[src/rtl/swfc_pkg.sv]
package swfc_pkg;
  typedef enum logic {
    CTL_XON  = 1'b0,
    CTL_XOFF = 1'b1
  } ctl_kind_e;
endpackage

[src/rtl/swfc_level_mon.sv]
module swfc_level_mon #(
  parameter int LEVEL_W    = 7,
  parameter int STEP_W     = 4,
  parameter int STEP_SHIFT = 2
) (
  input  logic               clk,
  input  logic               rst_n,
  input  logic               sw_en,
  input  logic [LEVEL_W-1:0] rx_level,
  input  logic [STEP_W-1:0]  halt_step,
  input  logic [STEP_W-1:0]  resume_step,
  output logic               ev_xoff,
  output logic               ev_xon
);
  localparam int THR_W = STEP_W + STEP_SHIFT;
  localparam int CMP_W = (THR_W > LEVEL_W) ? THR_W : LEVEL_W;

  logic [CMP_W-1:0] lvl_x;
  logic [CMP_W-1:0] halt_x;
  logic [CMP_W-1:0] resume_x;
  logic             stopped_q;
  logic             stopped_d;

  assign lvl_x    = CMP_W'(rx_level);
  assign halt_x   = CMP_W'({halt_step, {STEP_SHIFT{1'b0}}});
  assign resume_x = CMP_W'({resume_step, {STEP_SHIFT{1'b0}}});

  always_comb begin
    ev_xoff   = sw_en && !stopped_q && (lvl_x >= halt_x);
    ev_xon    = sw_en &&  stopped_q && (lvl_x <= resume_x);
    stopped_d = stopped_q;
    if (!sw_en) begin
      stopped_d = 1'b0;
    end else if (ev_xoff) begin
      stopped_d = 1'b1;
    end else if (ev_xon) begin
      stopped_d = 1'b0;
    end
  end

  always_ff @(posedge clk or negedge rst_n) begin
    if (!rst_n) begin
      stopped_q <= 1'b0;
    end else begin
      stopped_q <= stopped_d;
    end
  end

  // halt state is only entered after the level really reached the halt threshold
  p_halt_needs_level_r1: assert property (@(posedge clk) disable iff (!rst_n)
    $rose(stopped_q) |-> $past(lvl_x >= halt_x));

  // leaving the halt state needs the level at or below the resume threshold, or the feature off
  p_resume_needs_level_r2: assert property (@(posedge clk) disable iff (!rst_n)
    $fell(stopped_q) |-> $past((lvl_x <= resume_x) || !sw_en));
endmodule

[src/rtl/swfc_inject.sv]
module swfc_inject
  import swfc_pkg::*;
#(
  parameter int CHAR_W = 8
) (
  input  logic              clk,
  input  logic              rst_n,
  input  logic              sw_en,
  input  logic              ev_xoff,
  input  logic              ev_xon,
  input  logic              inj_ack,
  input  logic [CHAR_W-1:0] xon_char,
  input  logic [CHAR_W-1:0] xoff_char,
  output logic              inj_req,
  output logic [CHAR_W-1:0] inj_char
);
  logic      pend_q;
  logic      pend_d;
  ctl_kind_e kind_q;
  ctl_kind_e kind_d;

  always_comb begin
    pend_d = pend_q;
    kind_d = kind_q;
    if (!sw_en) begin
      pend_d = 1'b0;
    end else if (ev_xoff) begin
      pend_d = 1'b1;
      kind_d = CTL_XOFF;
    end else if (ev_xon) begin
      pend_d = 1'b1;
      kind_d = CTL_XON;
    end else if (inj_ack) begin
      pend_d = 1'b0;
    end
  end

  always_ff @(posedge clk or negedge rst_n) begin
    if (!rst_n) begin
      pend_q <= 1'b0;
      kind_q <= CTL_XON;
    end else begin
      pend_q <= pend_d;
      kind_q <= kind_d;
    end
  end

  assign inj_req  = pend_q;
  assign inj_char = (kind_q == CTL_XOFF) ? xoff_char : xon_char;

  p_hold_until_ack_r4: assert property (@(posedge clk) disable iff (!rst_n)
    (inj_req && !inj_ack && sw_en) |=> inj_req);

  p_xoff_once_r3: assert property (@(posedge clk) disable iff (!rst_n)
    (inj_req && inj_ack && (kind_q == CTL_XOFF)) |=> !(inj_req && (kind_q == CTL_XOFF)));

  p_quiet_when_off_r8: assert property (@(posedge clk) disable iff (!rst_n)
    !sw_en |=> !inj_req);
endmodule

[src/rtl/swfc_rx_screen.sv]
module swfc_rx_screen #(
  parameter int CHAR_W = 8
) (
  input  logic              sw_en,
  input  logic              rx_valid,
  input  logic [CHAR_W-1:0] rx_char,
  input  logic [CHAR_W-1:0] xon_char,
  input  logic [CHAR_W-1:0] xoff_char,
  output logic              hit_xoff,
  output logic              hit_xon,
  output logic              hit_other,
  output logic              wr_en,
  output logic [CHAR_W-1:0] wr_data
);
  logic scan;

  always_comb begin
    scan      = rx_valid && sw_en;
    hit_xoff  = scan && (rx_char == xoff_char);
    hit_xon   = scan && !hit_xoff && (rx_char == xon_char);
    hit_other = scan && !hit_xoff && !hit_xon;
    wr_en     = rx_valid && !hit_xoff && !hit_xon;
    wr_data   = rx_char;
  end
endmodule

[src/rtl/swfc_tx_gate.sv]
module swfc_tx_gate (
  input  logic clk,
  input  logic rst_n,
  input  logic sw_en,
  input  logic any_resume,
  input  logic hit_xoff,
  input  logic hit_xon,
  input  logic hit_other,
  output logic tx_hold
);
  logic hold_q;
  logic hold_d;

  always_comb begin
    hold_d = hold_q;
    if (!sw_en) begin
      hold_d = 1'b0;
    end else if (hit_xoff) begin
      hold_d = 1'b1;
    end else if (hit_xon || (hit_other && any_resume)) begin
      hold_d = 1'b0;
    end
  end

  always_ff @(posedge clk or negedge rst_n) begin
    if (!rst_n) begin
      hold_q <= 1'b0;
    end else begin
      hold_q <= hold_d;
    end
  end

  assign tx_hold = hold_q;

  p_xoff_sets_hold_r5: assert property (@(posedge clk) disable iff (!rst_n)
    hit_xoff |=> tx_hold);

  p_other_keeps_hold_r6: assert property (@(posedge clk) disable iff (!rst_n)
    (hit_other && !any_resume && sw_en) |=> (tx_hold == $past(tx_hold)));

  p_off_releases_r8: assert property (@(posedge clk) disable iff (!rst_n)
    !sw_en |=> !tx_hold);
endmodule

[src/rtl/swfc_ctrl.sv]
module swfc_ctrl #(
  parameter int CHAR_W     = 8,
  parameter int FIFO_DEPTH = 64,
  parameter int STEP_W     = 4,
  parameter int STEP_SHIFT = 2,
  localparam int LEVEL_W   = $clog2(FIFO_DEPTH + 1)
) (
  input  logic               clk,
  input  logic               rst_n,
  input  logic               sw_en,
  input  logic               any_resume,
  input  logic [CHAR_W-1:0]  xon_char,
  input  logic [CHAR_W-1:0]  xoff_char,
  input  logic [STEP_W-1:0]  halt_step,
  input  logic [STEP_W-1:0]  resume_step,
  input  logic [LEVEL_W-1:0] rx_level,
  input  logic               rx_valid,
  input  logic [CHAR_W-1:0]  rx_char,
  output logic               rx_wr_en,
  output logic [CHAR_W-1:0]  rx_wr_data,
  output logic               inj_req,
  output logic [CHAR_W-1:0]  inj_char,
  input  logic               inj_ack,
  output logic               tx_hold,
  output logic               tx_data_ok
);
  logic [1:0] rst_pipe_q;
  logic       rst_n_int;
  logic       ev_xoff;
  logic       ev_xon;
  logic       hit_xoff;
  logic       hit_xon;
  logic       hit_other;

  always_ff @(posedge clk or negedge rst_n) begin
    if (!rst_n) begin
      rst_pipe_q <= 2'b00;
    end else begin
      rst_pipe_q <= {rst_pipe_q[0], 1'b1};
    end
  end
  assign rst_n_int = rst_pipe_q[1];

  swfc_level_mon #(
    .LEVEL_W(LEVEL_W), .STEP_W(STEP_W), .STEP_SHIFT(STEP_SHIFT)
  ) level_mon_i (
    .clk(clk), .rst_n(rst_n_int), .sw_en(sw_en), .rx_level(rx_level),
    .halt_step(halt_step), .resume_step(resume_step),
    .ev_xoff(ev_xoff), .ev_xon(ev_xon)
  );

  swfc_inject #(.CHAR_W(CHAR_W)) inject_i (
    .clk(clk), .rst_n(rst_n_int), .sw_en(sw_en), .ev_xoff(ev_xoff),
    .ev_xon(ev_xon), .inj_ack(inj_ack), .xon_char(xon_char),
    .xoff_char(xoff_char), .inj_req(inj_req), .inj_char(inj_char)
  );

  swfc_rx_screen #(.CHAR_W(CHAR_W)) rx_screen_i (
    .sw_en(sw_en), .rx_valid(rx_valid), .rx_char(rx_char),
    .xon_char(xon_char), .xoff_char(xoff_char), .hit_xoff(hit_xoff),
    .hit_xon(hit_xon), .hit_other(hit_other), .wr_en(rx_wr_en),
    .wr_data(rx_wr_data)
  );

  swfc_tx_gate tx_gate_i (
    .clk(clk), .rst_n(rst_n_int), .sw_en(sw_en), .any_resume(any_resume),
    .hit_xoff(hit_xoff), .hit_xon(hit_xon), .hit_other(hit_other),
    .tx_hold(tx_hold)
  );

  assign tx_data_ok = !tx_hold && !inj_req;

  p_inject_beats_data_r7: assert property (@(posedge clk) disable iff (!rst_n_int)
    $rose(inj_req) |-> !tx_data_ok);
endmodule

[config.mk]
export PLATFORM = sky130hd
export DESIGN_NAME = swfc_ctrl
export DESIGN_NICKNAME = d
export VERILOG_FILES = /design/src/rtl/swfc_pkg.sv /design/src/rtl/swfc_level_mon.sv /design/src/rtl/swfc_inject.sv /design/src/rtl/swfc_rx_screen.sv /design/src/rtl/swfc_tx_gate.sv /design/src/rtl/swfc_ctrl.sv
export SDC_FILE = /design/constraint.sdc
export NUM_CORES = 1
export LEC_CHECK = 0
export ABC_AREA = 0
export BUFFER_PORTS_ARGS = -buffer_cell sky130_fd_sc_hd__buf_4
export CAP_MARGIN = 0
export CORE_MARGIN = 5
export CORE_UTILIZATION = 35
export DETAILED_ROUTE_END_ITERATION = 6
export GPL_ROUTABILITY_DRIVEN = 0
export PLACE_DENSITY = 0.67
export SYNTH_ARGS = -nofsm -noshare
export SYNTH_HDL_FRONTEND = slang
export SYNTH_HIERARCHICAL = 1
export SYNTH_SLANG_ARGS = --single-unit
[constraint.sdc]
create_clock -name clk -period 1.25 [get_ports clk]
set_input_delay 0.25 -clock clk [delete_from_list [all_inputs] [get_ports clk]]
set_output_delay 0.25 -clock clk [all_outputs]
set_load 0.02 [all_outputs]
## Yosys cells after proc, flatten, opt, wreduce, memory -nomap -nowiden

Index checks and enable logic that the tools add are counted.

| cells by class | value |
|---|---|
| add/sub/neg operators | 0 |
| multiply operators | 0 |
| divide/modulo/power cells | 0 |
| order comparisons | 2 |
| equal/unequal tests | 5 |
| shift-type cells | 0 |
| muxes and demuxes | 11 |
| bitwise gates (word level) | 0 |
| reduce and logical (&&, ||, !) cells | 21 |

Operators with widths:

| operator | number |
|---|---|
| $eq A8 B8 Y1 | 2 |
| $logic_and A1 B1 Y1 | 13 |
| $mux W1 | 10 |
| $mux W8 | 1 |
| $ge A7 B6 Y1 | 1 |
| $le A7 B6 Y1 | 1 |
| $ne A3 B1 Y1 const B | 2 |
| $logic_not A1 Y1 | 5 |
| $ne A4 B1 Y1 const B | 1 |
| $reduce_and A2 Y1 | 1 |
| $reduce_bool A2 Y1 | 1 |
| $logic_or A1 B1 Y1 | 1 |

| storage, ports and cells | value |
|---|---|
| register bits | 6 |
| latch bits | 0 |
| RAM bits | 0 |
| bits in read-only memories | 0 |
| bits of input ports | 45 |
| output and inout port bits | 20 |
| memories | 0 |

## Depth between registers and ports, before layout

| depth | value |
|---|---|
| word-level depth | 12 |
| gate-level depth with buffers | 8 |

## Hierarchy

The synthesis kept the hierarchy.

By module, submodules not included:

| module | instances | cells an instance | area an instance (µm²) | sequential area each (µm²) |
|---|---|---|---|---|
| swfc_level_mon | 1 | 35 | 281.5 | 25.0 |
| swfc_rx_screen | 1 | 36 | 266.5 | 0.0 |
| swfc_inject | 1 | 15 | 210.2 | 50.0 |
| swfc_ctrl | 1 | 4 | 57.6 | 50.0 |
| swfc_tx_gate | 1 | 4 | 48.8 | 25.0 |

## Least setup slack after synthesis

No wires, ideal clock.

| timing path | value |
|---|---|
| kind | input to register |
| start | input port resume_step[1] |
| end | register inject_i.kind_q |
| library setup time | 0.121 ns |
| arrival | 1.367 ns |
| slack | -0.238 ns |
| stages on the path | 7 |
| buffers on the path | 0 |
| cells stage by stage | inv_1 > ha_1 > nand4_1 > o32a_1 > nor3_1 > nand2_1 > a22o_2 |

| on the way | value |
|---|---|
| cells in the longest elaborated chain, start to end | 4 |

Ends and longest elaborated chain:

| what | RTL line | text |
|---|---|---|
| start: declaration | swfc_ctrl.sv:15 | `input logic [STEP_W-1:0] resume_step,` |
| $le A7 B6 Y1 | swfc_level_mon.sv:30 | `ev_xon = sw_en && stopped_q && (lvl_x <= resume_x);` |
| $logic_and A1 B1 Y1 | swfc_level_mon.sv:30 |  |
| via ev_xon | swfc_ctrl.sv:30 | `logic ev_xon;` |
| $reduce_bool A2 Y1 (no line) | n/a |  |
| $reduce_and A2 Y1 (no line) | n/a |  |
| end signal: assignment | swfc_inject.sv:44 | `kind_q <= kind_d;` |
| end: declaration | swfc_inject.sv:19 | `ctl_kind_e kind_q;` |

The timed path passes the listed nets, and every way through them passes these cells.
A chain may end at the register's enable or synchronous reset.

## Final worst setup path

| timing path | value |
|---|---|
| start | register inject_i.kind_q |
| end | output port inj_char[3] |

| on the way | value |
|---|---|
| cells in the longest elaborated chain, start to end | 1 |

Ends and longest elaborated chain:

| what | RTL line | text |
|---|---|---|
| $mux W8 | swfc_inject.sv:49 | `assign inj_char = (kind_q == CTL_XOFF) ? xoff_char : xon_char;` |
| end: declaration | swfc_ctrl.sv:22 | `output logic [CHAR_W-1:0] inj_char,` |

Every way passes these cells.

==> qor.txt <==
Root Driver: clkbuf_4
Period utilization: 119.7%
FF+latch area: 150.1 µm²
First-pass GRT wire length: 4195 µm
PwrDens: 745.7 nW/µm²
WP data required: 1.00 ns
CTS sink cnt: 6
Cells after DPL: 186
Final hold vios: 0
Setup Skew: 0.001948 ns
Combinational share of power: 68.3%
Initial DRC Count: 29
Antenna violation net count after detailed routing: 0
HPWL after detailed placement: 2223 µm
Initial DRT Pass Iterations: 4
Number of synthesized flops with an enable pin: 0
Sequential share of the synthesized area: 17.37%
Critical Path AT: 1.25 ns
Initial antenna violation count: 0
Port buffer count: 64
CTS tree: built
Worst-Skew Late Latency: 0.25 ns
Sw frac: 34.70%
Vias in the first global route: 967
Simple-Gate Fraction of Synth Area: 17.22%
GRT Util Overall: 15.51%
Yosys top cell area share: 17.37%
Layout cells sized above 1: 73.94%
Detailed Route WL: 2924 µm
Commonest non-fill, non-tap cell in the layout: buf_4
Netlist Area Pre-Place: 864.6 µm²
Main combinational cell family by area after synthesis: simple AND/OR/NAND/NOR gates
Final worst slack: -0.2464 ns
N_diodes: 0
Mux contribution to synthesized area: 13.89%
Synth area leader: dfrtp_1
CTS max path bufs: 2
Ports: 65
Post-route DRC: 0
Ys Warns: 6
Pre-CTS WS: -0.3597 ns
Reg clk slew, reported paths: 0.05 ns
Worst setup path class: flip-flop to output port
Syn Inst Count: 94
Wire length per cell: 14.99 µm
Commonest non-fill, non-tap cells in the layout: 54 x buf_4, 18 x buf_6, 11 x xnor2_2
# rows: 18
Synth cell types: 31
Synth Area in XOR/XNOR: 16.21%
DIE AREA: 3564 µm²
Startpoint Class: flip-flop
Post-synth net total: 147
CTS Buf Count: 3
CTS H-tree lvls: 1
Reg power frac: 17.9%
Via-to-Cell Ratio: 4.918
Clock network fraction of total power: 13.8%
Ys flop type: dfrtp_1
Core area: 2410 µm²
Total power: 1.321 mW
Largest net degree at the start of global routing: 10
Layout area overhead: 104.9%
RSZ-0062 raised after global routing: yes
Footprint of the multi-input gates: 845.8 µm²
Synthesized-area fraction occupied by adder cells: 11.58%
Outcome: complete, but fails checks
Crit path max fanout: 8
Hold Path Class: flip-flop to async pin
Final Setup Violations: 11
Main area contributors after synthesis: dfrtp_1 17%, xnor2_1 16%, mux2_4 14%, ha_1 12%, buf_4 6.9%
VDD IR max: 0.0006728 V
Initial Util: 35.88%
Leak Pwr: 0.8475 nW
Syn Area/Cell: 9.198 µm²
Gr ovfl total: 0
FFs w/ async S/R, synth: 100.0%
Internal power: 0.8627 mW
Maximum clock rate: 668.3 MHz
#FFs+latches synth: 6
Switching pwr: 0.4585 mW
Total negative slack: -2.248 ns
Die H: 59.70 µm
MaxCap Viol Count: 0
Setup crit end kind: output port
Non-Filler Instances: 195
Final Max Slew Viols: 0
Nets@finish: 220
Via count: 959
Core Util, Final: 73.52%
Synth Area in Compound Gates: 11.58%
Die X: 59.70 µm
Min cycle time layout: 1.496 ns
Failing checks: setup timing
Filler Cells Inserted: 173
power groups by stage:
stage	sequential, mW	clock (mW)	combinational (mW)
2_1_floorplan	0.236	0	0.425
3_3_place_gp	0.238	0	0.737
3_5_place_dp	0.240	0	0.749
4_1_cts	0.236	0.198	0.857
5_1_grt	0.241	0.212	0.949
6_report	0.237	0.182	0.903
routing by layer:
metal	GRT usage (%)	wire [µm]
met5	0	0
met4	2.848	9
met3	4.752	286
met2	28.70	1598
met1	17.37	1029
sequential cells by signal, summed over array words and instances, names as in the netlist:
name and count:
rst_pipe_q 2, tx_gate_i/tx_hold 1, inject_i/kind_q 1, level_mon_i/stopped_q 1, inject_i/inj_req 1
Yosys cell counts (all sizes together) (3+ instances only):
library cell	count
xnor2	16
buf	9
ha	8
inv	8
mux2	8
dfrtp	6
nor2	6
nand4	5
nand2	3
nor3	3
critical path, stage by stage, from the launching register on:
cell     delay, ns
dfrtp_1       0.40
buf_12        0.16
mux2_4        0.30
buf_6         0.13
through the flow:
| stage | instance area (µm²) | hold WS, ns |
|---|---|---|
| 2_1_floorplan | 920.9 | -0.04559 |
| 3_3_place_gp | 1433 | 0.03294 |
| 3_5_place_dp | 1433 | 0.03271 |
| 4_1_cts | 1657 | 0.06073 |
| 5_1_grt | 1772 | 0.08100 |
| 6_report | 1772 | 0.06161 |
kinds of logic after synthesis:
logic type / after synthesis
AOI/OAI and AO/OA: 12
xor gates and xnor gates: 16
adders and majority gates: 8
buffers and inverters: 17
DFF: 6
muxes: 8
other: 1
and+or+nand+nor: 26
repair_timing:
| action | in CTS | in global routing |
|---|---|---|
| pin swaps | 16 | 12 |
| hold buffers | 1 | 0 |
| endpoints found under the hold margin | 2 | 0 |
| setup endpoints to repair | 11 | 12 |
| resized for setup | 29 | 18 |
| gates cloned | 0 | 0 |
| setup buffers | 4 | 2 |
final cells by class:
cell class                 count  area share (%)
clock buffer                   3           1.271
sequential                     6           8.475
multi-input combinational     71           47.74
inverter                       8           1.836
tap                           30           2.119
timing repair buffer          77           38.56
worst paths after layout:
| path | from | endpoint | slack, ns | cells after the start |
|---|---|---|---|---|
| max | inject_i/kind_q | inj_char[3] | -0.25 | 3 |
| min | rst_pipe_q[1] | tx_gate_i/tx_hold | 0.06 | 0 |
| max reg2reg | level_mon_i/stopped_q | inject_i/kind_q | 0.25 | 4 |
| min reg2reg | rst_pipe_q[1] | tx_gate_i/tx_hold | 0.06 | 0 |
| max in group asynchronous | rst_n | rst_pipe_q[1] | 0.84 | 2 |
| min in group clk | sw_en | inject_i/inj_req | 0.29 | 2 |
No activity file was read; power rests on OpenSTA's default activity.
